$ cat src/rtl/cfg_loader_pkg.sv
package cfg_loader_pkg;
  typedef enum logic [2:0] {
    ST_IDLE,
    ST_PWR,
    ST_PROG,
    ST_INIT,
    ST_SHIFT,
    ST_DONE
  } cfg_state_e;
endpackage

$ cat src/rtl/cfg_timer.sv
module cfg_timer #(
  parameter int W = 8
) (
  input  logic         clk_i,
  input  logic         rst_ni,
  input  logic         load_i,
  input  logic [W-1:0] load_val_i,
  output logic         zero_o
);
  logic [W-1:0] cnt_q;

  always_ff @(posedge clk_i or negedge rst_ni) begin
    if (!rst_ni)            cnt_q <= '0;
    else if (load_i)        cnt_q <= load_val_i;
    else if (cnt_q != '0)   cnt_q <= cnt_q - 1'b1;
  end

  assign zero_o = (cnt_q == '0);
endmodule

$ cat src/rtl/cfg_shifter.sv
module cfg_shifter #(
  parameter int CLK_HALF = 2
) (
  input  logic       clk_i,
  input  logic       rst_ni,
  input  logic       load_i,
  input  logic [7:0] data_i,
  input  logic       pulse_i,
  output logic       act_o,
  output logic       cclk_o,
  output logic       din_o
);
  localparam int HW = (CLK_HALF > 1) ? $clog2(CLK_HALF) : 1;
  localparam logic [HW-1:0] HC_END = HW'(CLK_HALF - 1);

  logic [6:0]    sreg_q;
  logic [2:0]    bcnt_q;
  logic [HW-1:0] hc_q;
  logic          act_q, cclk_q, din_q;
  logic          half_end;

  assign half_end = (hc_q == HC_END);

  always_ff @(posedge clk_i or negedge rst_ni) begin
    if (!rst_ni) begin
      sreg_q <= '0;
      bcnt_q <= '0;
      hc_q   <= '0;
      act_q  <= 1'b0;
      cclk_q <= 1'b0;
      din_q  <= 1'b0;
    end else if (load_i) begin
      sreg_q <= data_i[6:0];
      din_q  <= data_i[7];
      bcnt_q <= 3'd7;
      hc_q   <= '0;
      cclk_q <= 1'b0;
      act_q  <= 1'b1;
    end else if (act_q) begin
      if (!half_end) begin
        hc_q <= hc_q + 1'b1;
      end else begin
        hc_q <= '0;
        if (!cclk_q) begin
          cclk_q <= 1'b1;
        end else begin
          cclk_q <= 1'b0;
          if (bcnt_q == 3'd0) begin
            act_q <= 1'b0;
            din_q <= 1'b0;
          end else begin
            bcnt_q <= bcnt_q - 1'b1;
            din_q  <= sreg_q[6];
            sreg_q <= {sreg_q[5:0], 1'b0};
          end
        end
      end
    end else if (pulse_i) begin
      // free-running clock with data low while waiting for done
      din_q <= 1'b0;
      if (!half_end) begin
        hc_q <= hc_q + 1'b1;
      end else begin
        hc_q   <= '0;
        cclk_q <= ~cclk_q;
      end
    end else begin
      hc_q   <= '0;
      cclk_q <= 1'b0;
      din_q  <= 1'b0;
    end
  end

  assign act_o  = act_q;
  assign cclk_o = cclk_q;
  assign din_o  = din_q;

  AST_DIN_HOLD: assert property (@(posedge clk_i) disable iff (!rst_ni)
    cclk_o |-> $stable(din_o));
  AST_LOAD_IDLE: assert property (@(posedge clk_i) disable iff (!rst_ni)
    load_i |-> !act_o);
endmodule

$ cat src/rtl/cfg_loader.sv
module cfg_loader
  import cfg_loader_pkg::*;
#(
  parameter int IDX_W    = 2,
  parameter int CLK_HALF = 2,
  parameter int PWR_CYC  = 10_000_000,
  parameter int PROG_CYC = 200,
  parameter int INIT_TMO = 200_000,
  parameter int DONE_TMO = 2_000_000
) (
  input  logic             clk_i,
  input  logic             rst_ni,
  input  logic             start_i,
  input  logic [IDX_W-1:0] idx_i,
  input  logic [7:0]       byte_data_i,
  input  logic             byte_valid_i,
  input  logic             byte_last_i,
  input  logic             byte_err_i,
  output logic             byte_ready_o,
  input  logic             init_i,
  input  logic             done_i,
  output logic             pwr_on_o,
  output logic             prog_no,
  output logic             cclk_o,
  output logic             din_o,
  output logic             busy_o,
  output logic             ok_o,
  output logic             tmo_o
);
  localparam int M1      = (PWR_CYC > PROG_CYC) ? PWR_CYC : PROG_CYC;
  localparam int M2      = (INIT_TMO > DONE_TMO) ? INIT_TMO : DONE_TMO;
  localparam int TMR_MAX = (M1 > M2) ? M1 : M2;
  localparam int TMR_W   = $clog2(TMR_MAX + 1);

  cfg_state_e       state_q, state_d;
  logic             pwr_q, ok_q, tmo_q, last_q, ld_vld_q;
  logic [IDX_W-1:0] ld_idx_q, req_idx_q;
  logic             tmr_zero, tmr_load;
  logic [TMR_W-1:0] tmr_val;
  logic             sh_act, ready, accept, abort, match;

  assign match  = ld_vld_q && (idx_i == ld_idx_q);
  assign ready  = (state_q == ST_SHIFT) && !sh_act && !last_q;
  assign accept = ready && byte_valid_i && !byte_err_i;
  assign abort  = ready && byte_err_i;

  always_comb begin
    state_d = state_q;
    unique case (state_q)
      ST_IDLE:  if (start_i && !match) state_d = ST_PWR;
      ST_PWR:   if (tmr_zero) state_d = ST_PROG;
      ST_PROG:  if (tmr_zero) state_d = ST_INIT;
      ST_INIT:  if (init_i) state_d = ST_SHIFT;
                else if (tmr_zero) state_d = ST_IDLE;
      ST_SHIFT: if (abort || (last_q && !sh_act)) state_d = ST_DONE;
      ST_DONE:  if (done_i || tmr_zero) state_d = ST_IDLE;
      default:  state_d = ST_IDLE;
    endcase
  end

  always_comb begin
    tmr_load = (state_d != state_q);
    unique case (state_d)
      ST_PWR:  tmr_val = TMR_W'(PWR_CYC - 1);
      ST_PROG: tmr_val = TMR_W'(PROG_CYC - 1);
      ST_INIT: tmr_val = TMR_W'(INIT_TMO - 1);
      ST_DONE: tmr_val = TMR_W'(DONE_TMO - 1);
      default: tmr_val = '0;
    endcase
  end

  cfg_timer #(.W(TMR_W)) u_tmr (
    .clk_i      (clk_i),
    .rst_ni     (rst_ni),
    .load_i     (tmr_load),
    .load_val_i (tmr_val),
    .zero_o     (tmr_zero)
  );

  cfg_shifter #(.CLK_HALF(CLK_HALF)) u_sh (
    .clk_i   (clk_i),
    .rst_ni  (rst_ni),
    .load_i  (accept),
    .data_i  (byte_data_i),
    .pulse_i (state_q == ST_DONE),
    .act_o   (sh_act),
    .cclk_o  (cclk_o),
    .din_o   (din_o)
  );

  always_ff @(posedge clk_i or negedge rst_ni) begin
    if (!rst_ni) begin
      state_q   <= ST_IDLE;
      pwr_q     <= 1'b0;
      ok_q      <= 1'b0;
      tmo_q     <= 1'b0;
      last_q    <= 1'b0;
      ld_vld_q  <= 1'b0;
      ld_idx_q  <= '0;
      req_idx_q <= '0;
    end else begin
      state_q <= state_d;
      unique case (state_q)
        ST_IDLE: if (start_i) begin
          ok_q  <= match;
          tmo_q <= 1'b0;
          if (!match) begin
            pwr_q     <= 1'b1;
            ld_vld_q  <= 1'b0;  // program pulse wipes the resident image
            req_idx_q <= idx_i;
            last_q    <= 1'b0;
          end
        end
        ST_INIT: if (!init_i && tmr_zero) tmo_q <= 1'b1;
        ST_SHIFT: if (accept && byte_last_i) last_q <= 1'b1;
        ST_DONE: if (done_i) begin
          ok_q     <= 1'b1;
          ld_idx_q <= req_idx_q;
          ld_vld_q <= 1'b1;
        end else if (tmr_zero) begin
          tmo_q <= 1'b1;
        end
        default: ;
      endcase
    end
  end

  assign byte_ready_o = ready;
  assign pwr_on_o     = pwr_q;
  assign prog_no      = (state_q != ST_PROG);
  assign busy_o       = (state_q != ST_IDLE);
  assign ok_o         = ok_q;
  assign tmo_o        = tmo_q;

  AST_PROG_PWR: assert property (@(posedge clk_i) disable iff (!rst_ni)
    !prog_no |-> pwr_on_o);
  AST_DIN_LOW_PRE: assert property (@(posedge clk_i) disable iff (!rst_ni)
    (state_q inside {ST_PWR, ST_PROG, ST_INIT}) |-> !din_o);
  AST_INIT_GATE: assert property (@(posedge clk_i) disable iff (!rst_ni)
    (state_q == ST_INIT && !init_i) |=> (state_q != ST_SHIFT));
  AST_SKIP: assert property (@(posedge clk_i) disable iff (!rst_ni)
    (state_q == ST_IDLE && start_i && match) |=> (!busy_o && ok_o));
  AST_ABORT_STOP: assert property (@(posedge clk_i) disable iff (!rst_ni)
    abort |=> !byte_ready_o);
  AST_STATUS_EXCL: assert property (@(posedge clk_i) disable iff (!rst_ni)
    !(ok_o && tmo_o));
endmodule

$ cat config.mk
export PLATFORM = sky130hd
export DESIGN_NAME = cfg_loader
export DESIGN_NICKNAME = d
export VERILOG_FILES = /design/src/rtl/cfg_loader_pkg.sv /design/src/rtl/cfg_timer.sv /design/src/rtl/cfg_shifter.sv /design/src/rtl/cfg_loader.sv
export SDC_FILE = /design/constraint.sdc
export NUM_CORES = 1
export LEC_CHECK = 0
export BUFFER_PORTS_ARGS = -buffer_cell sky130_fd_sc_hd__buf_2
export CORE_MARGIN = 1.5
export CORE_UTILIZATION = 60
export DETAILED_ROUTE_END_ITERATION = 8
export PLACE_DENSITY = 0.83
export SLEW_MARGIN = 20
export SYNTH_ARGS = -nofsm -noshare
export SYNTH_HDL_FRONTEND = slang
export SYNTH_HIERARCHICAL = 1
export SYNTH_SLANG_ARGS = --single-unit
$ cat constraint.sdc
create_clock -name clk_i -period 3.85 [get_ports clk_i]
set_input_delay 0.77 -clock clk_i [delete_from_list [all_inputs] [get_ports clk_i]]
set_output_delay 0.77 -clock clk_i [all_outputs]
set_load 0.005 [all_outputs]
# Word-level counts from Yosys, hierarchy flattened
# Cells that the tools add are included.
word_totals:
  register_bits: 50
  in_bits: 18
  out_inout_bits: 8
  word_cells: 135
op_classes:
  addsub: 3
  eq_ne: 23
  mux: 54
  bitwise_logic: 2
  reduce_logical: 38
op_table:
  columns: ["cell", "n"]
  rows:
  - ["$pmux 24 s4", 1]
  - ["$mux 24", 2]
  - ["$mux 3", 12]
  - ["$mux 7", 5]
  - ["$mux 1", 29]
  - ["$logic_not 24->1", 1]
  - ["$reduce_bool 24->1", 1]
  - ["$sub 24x1->24 const B", 1]
  - ["$pmux 3 s6", 1]
  - ["$ne 2x2->1 const B", 7]
  - ["$eq 3x2->1 const B", 4]
  - ["$reduce_and 4->1", 3]
  - ["$reduce_bool 2->1", 6]
  - ["$logic_and 1x1->1", 10]
  - ["$eq 3x3->1 const B", 3]
  - ["$eq 3x1->1 const B", 2]
  - ["$logic_not 3->1", 2]
  - ["$ne 3x2->1 const B", 2]
  - ["$ne 3x3->1 const B", 2]
  - ["$pmux 1 s2", 3]
  - ["$reduce_and 2->1", 3]
  - ["$reduce_and 3->1", 2]
  - ["$reduce_bool 3->1", 2]
  - ["$logic_not 1->1", 5]
  - ["other kinds (9)", 11]

# Depth between registers and ports, before layout
logic_depth:
  word_depth: 10
  ltp_mapped: 14

# Hierarchy
# Netlist, hierarchy kept.
by_module_without_submodules:
  columns: ["mod", "n_inst", "cells_each", "area_each_um2", "seq_area_each_um2"]
  rows:
  - ["cfg_timer", 1, 156, 1485.2, 600.6]
  - ["cfg_loader", 1, 78, 779.5, 300.3]
  - ["cfg_shifter", 1, 75, 759.5, 350.3]

# Worst setup path before layout
# No wires, ideal clock.
synth_timing:
  path_type: "reg-to-reg"
  startpoint: "reg u_tmr.cnt_q[21]"
  endpoint: "reg u_tmr.cnt_q[2]"
  t_arrival_ps: 2851
  path_slack_ps: 864
  stages_incl_launch_ff: 13
  n_path_buf: 3
  path_cell_list: "dfrtp_1 > nor4_1 > nand4_2 > nor2_2 > buf_2 > nor2b_1 > a22o_1 > a211oi_4 > o21ai_1 > buf_2 > clkbuf_1 > nand2_1 > o21ai_0"
synth_via:
  word_cells_on_any_way: 17
  cone_classes: "5 x eq/ne; 8 x mux; 4 x reduce/logical"
synth_lines:
  columns: ["element", "line_no", "text"]
  rows:
  - ["start, declared", "cfg_timer.sv:10", "logic [W-1:0] cnt_q;"]
  - ["start signal, assigned", "cfg_timer.sv:14", "else if (load_i) cnt_q <= load_val_i;"]
  - ["start signal, assigned", "cfg_timer.sv:15", "else if (cnt_q != '0) cnt_q <= cnt_q - 1'b1;"]
  - ["$logic_not 24->1 *", "cfg_timer.sv:18", "assign zero_o = (cnt_q == '0);"]
  - ["named net tmr_zero", "cfg_loader.sv:38", "logic tmr_zero, tmr_load;"]
  - ["$mux 3 or $logic_or 1x1->1 (tied branches)", "cfg_loader.sv:54, cfg_loader.sv:56", null]
  - ["$mux 3 (on tied branches)", "cfg_loader.sv:53, cfg_loader.sv:56", null]
  - ["$pmux 3 s6 *", "cfg_loader.sv:49", "unique case (state_q)"]
  - ["$ne 3x3->1 *", "cfg_loader.sv:62", "tmr_load = (state_d != state_q);"]
  - ["named net tmr_load", "cfg_loader.sv:38", null]
  - ["$mux 24 or $reduce_bool 2->1 (tied branches)", null, null]
# Mark *: on every way through the listed nets, which the timed path passes. The rest lies on a longest branch.
# A chain may end at the register's enable or synchronous reset.

# Final worst setup path
layout_timing:
  startpoint: "reg u_tmr.cnt_q[6]"
  endpoint: "reg u_tmr.cnt_q[22]"
# The elaborated chain is that of the path after synthesis.

==> metrics.yaml <==
route:
  drc: 0
  wl_per_cell_um: 16.3
  viasPerCell: 6.07
  via_count: 2416
  ant_nets: 0
  initialDrtViolationCount: 159
  first_pass_iters: 6
  wirelength_um: 6490
cells_and_area:
  num-fill-cells: 375
  n_antenna_cell: 0
  final_nets: 352
  multi_input_area_sq_mm: 0.00164
  regArea_sq_mm: 0.00125
  drive_gt1_frac: 0.218
  fin_cells: 398
  area_growth_pct: 7.86
  layout_common_cells: "dfrtp_1, nand2_1, nor2_1, buf_2"
  layout_commonest_cell: "dfrtp_1"
worst_hold_path:
  hold_path_class: "in -> async"
run_status:
  outcome: "complete, no violations"
place:
  hpwl_um: 4380
  dp_cells: 390
  portBuffers: 25
  gp_congestion: 0.806
timing:
  worstMarginPinSlew_ns: 0.964
  relSlewSlack: 0.355
  post-route-min-period_ns: 3.44
  finalSetupViolCount: 0
  slew_violations: 0
  fin_skew_ns: 0.00499
  tns_ns: 0
  fin_crit_sh: 0.893
  max_clock_freq_mhz: 291
  rsz0062_at_grt: "false"
  finalHoldViolCount: 0
job:
  cap_viol_max_count: 0
synthesis:
  ys.warnings.count: 6
  ys_ff_latch: 50
  syn_area_per_cell_sq_um: 9.79
  synthCells: 309
  synthArstFlopShare: 1.00
  synth-edff-count: 0
  synth_ff_type: "dfrtp_1"
  syn_area_sq_mm: 0.00302
  synth.distinct_cells: 71
  yosysSeqAreaShare: 0.414
grt:
  grt_pass1_vias: 2315
  overflow: 0
  antenna_found_initial: 0
  grt_usage: 0.255
  grt_pass1_wl_um: 10800
  grt_max_degree: 51
clock_network:
  cts_tree: "yes"
  root_buffer: "clkbuf_8"
  cts.sinks: 50
  cts.clk_slew.worst_paths_ns: 0.09
  clockBufferDepth: 2
  cts_setup_buffers: 0
  ctsHoldBuffers: 0
  cts-buffers-inserted: 5
  cts-resized-gates: 0
  insertion_delay_ns: 0.31
  cts.htree.levels: 2
floorplanning:
  ios: 26
  rows: 25
  die_area_sq_mm: 0.00548
  core_area_sq_mm: 0.00479
  die_y_um: 74.0
  die_w_um: 74.0
  start_util: 0.632
power_and_ir_drop:
  cellPowerDensity_mw_per_mm2: 739
  peakVddDrop_mv: 0.398
  power_leakage_nw: 1.42
critical_path:
  slowest_stage: "nor2_2"
  critical_path_class: "reg -> reg"
  max_stage_delay_ns: 0.49
  worst_setup_path_end_kind: "flop"
  cp_cell_sequence: "nor4_4 > nand3_2 > nor2_2 > nor2b_1 > a22o_1 > a211oi_4 > o21ai_2 > buf_4 > nor4_1 > a211o_1"
  cp.required_ns: 4.10
  crit_family: "simple AND/OR/NAND/NOR gates"
  path_max_fanout: 40
  cp_num_buf_inv: 1
  cp-start-kind: "flop"
  cp.arrival_ns: 3.69
where the power goes:
group,internal (W),switching [W],leakage [nW]
combinational,0.000465,0.000637,0.747
clock,0.000145,0.000178,0.0472
sequential,0.000738,0.000247,0.623
total,0.00135,0.00106,1.42
cell usage after synthesis (all sizes together), types with 2 or more instances:
cell type  count  area share
a211o          2      0.0058
a211oi         3       0.012
a21o           3      0.0079
a21oi         14       0.023
a22o           6       0.017
a31oi          4      0.0083
a41oi          6       0.017
and2           2      0.0041
and2b          3      0.0083
buf           10       0.025
clkbuf         6      0.0074
dfrtp         50        0.41
ha             4       0.017
inv           14       0.017
mux2           7       0.026
nand2         25       0.031
nand2b         2      0.0041
nand3          5       0.012
nand3b         3      0.0074
nand4          4       0.010
nor2          25       0.032
nor2b         12       0.025
nor3           7       0.019
nor4           8       0.022
nor4b          4       0.019
o211ai         2      0.0050
o21ai         18       0.031
o311ai         2      0.0058
o31a           2      0.0062
o31ai          9       0.022
or2            5       0.010
or3            3      0.0062
or4b           2      0.0079
xnor2          6       0.017
xor2          13       0.038
sequential cells by signal, summed over array words and instances (netlist names):
register       cells
u_tmr/cnt_q       24
u_sh/sreg_q        7
state_q            3
u_sh/bcnt_q        3
ld_idx_q           2
req_idx_q          2
last_q             1
ld_vld_q           1
ok_o               1
pwr_on_o           1
tmo_o              1
u_sh/act_o         1
u_sh/cclk_o        1
u_sh/din_o         1
u_sh/half_end      1
routing by layer:
layer  up-vias  global-route usage  wire length (um)
li1       1159                   -                 -
met3        19              0.0515               338
met4         0               0.105               170
met2        74               0.399              3060
met1      1164               0.348              2920
met5         -                   0                 0
final timing paths:
kind                                startpoint               to  slack (ns)  cells past startpoint
worst max-delay path            u_tmr/cnt_q[6]  u_tmr/cnt_q[22]        0.41                     10
worst min-delay path                    rst_ni   u_sh/sreg_q[1]        0.46                      1
worst max register to register  u_tmr/cnt_q[6]  u_tmr/cnt_q[22]        0.41                     10
worst min register to register        pwr_on_o         pwr_on_o        0.47                      1
max in group asynchronous               rst_ni  u_tmr/cnt_q[16]        2.95                      1
min in group clk_i                    pwr_on_o         pwr_on_o        0.47                      1
worst reg2reg max path, stage by stage, from the launching register on:
cell	delay, ns
dfrtp_1	0.44
nor4_4	0.46
nand3_2	0.34
nor2_2	0.50
nor2b_1	0.15
a22o_1	0.27
a211oi_4	0.39
o21ai_2	0.09
buf_4	0.26
nor4_1	0.34
a211o_1	0.13
kinds of logic (layout without fill, tap and decap cells):
logic type	after synthesis	count (layout)	share of synthesized area
buf+inv	30	49	0.0501
fa+ha+maj	4	4	0.0166
flops	50	50	0.414
simple gates	114	114	0.228
mux	8	8	0.0294
other cells	1	4	0.00124
compound gates	83	83	0.206
xor+xnor	19	19	0.0550
cell type report:
cell class | count | share of cell area
clock buffers | 6 | 0.0253
clock inverters | 2 | 0.00384
inverters | 14 | 0.0161
multi-input cells | 232 | 0.502
flip-flops and latches | 50 | 0.384
well taps | 67 | 0.0257
repair buffers | 27 | 0.0437
per-stage QoR:
stage	total power, W	setup slack, ns	utilization	hold slack (ns)	area, sq um
after floorplan	0.00182	0.864	-	0.456	3040
after CTS	0.00240	0.491	0.681	0.482	3260
after global placement	0.00201	0.725	0.661	0.448	3160
final	0.00241	0.414	0.682	0.463	3260
after detailed placement	0.00207	0.522	0.661	0.458	3160
after global routing	0.00258	0.212	0.682	0.504	3260
(Power assumes the default switching activity.)
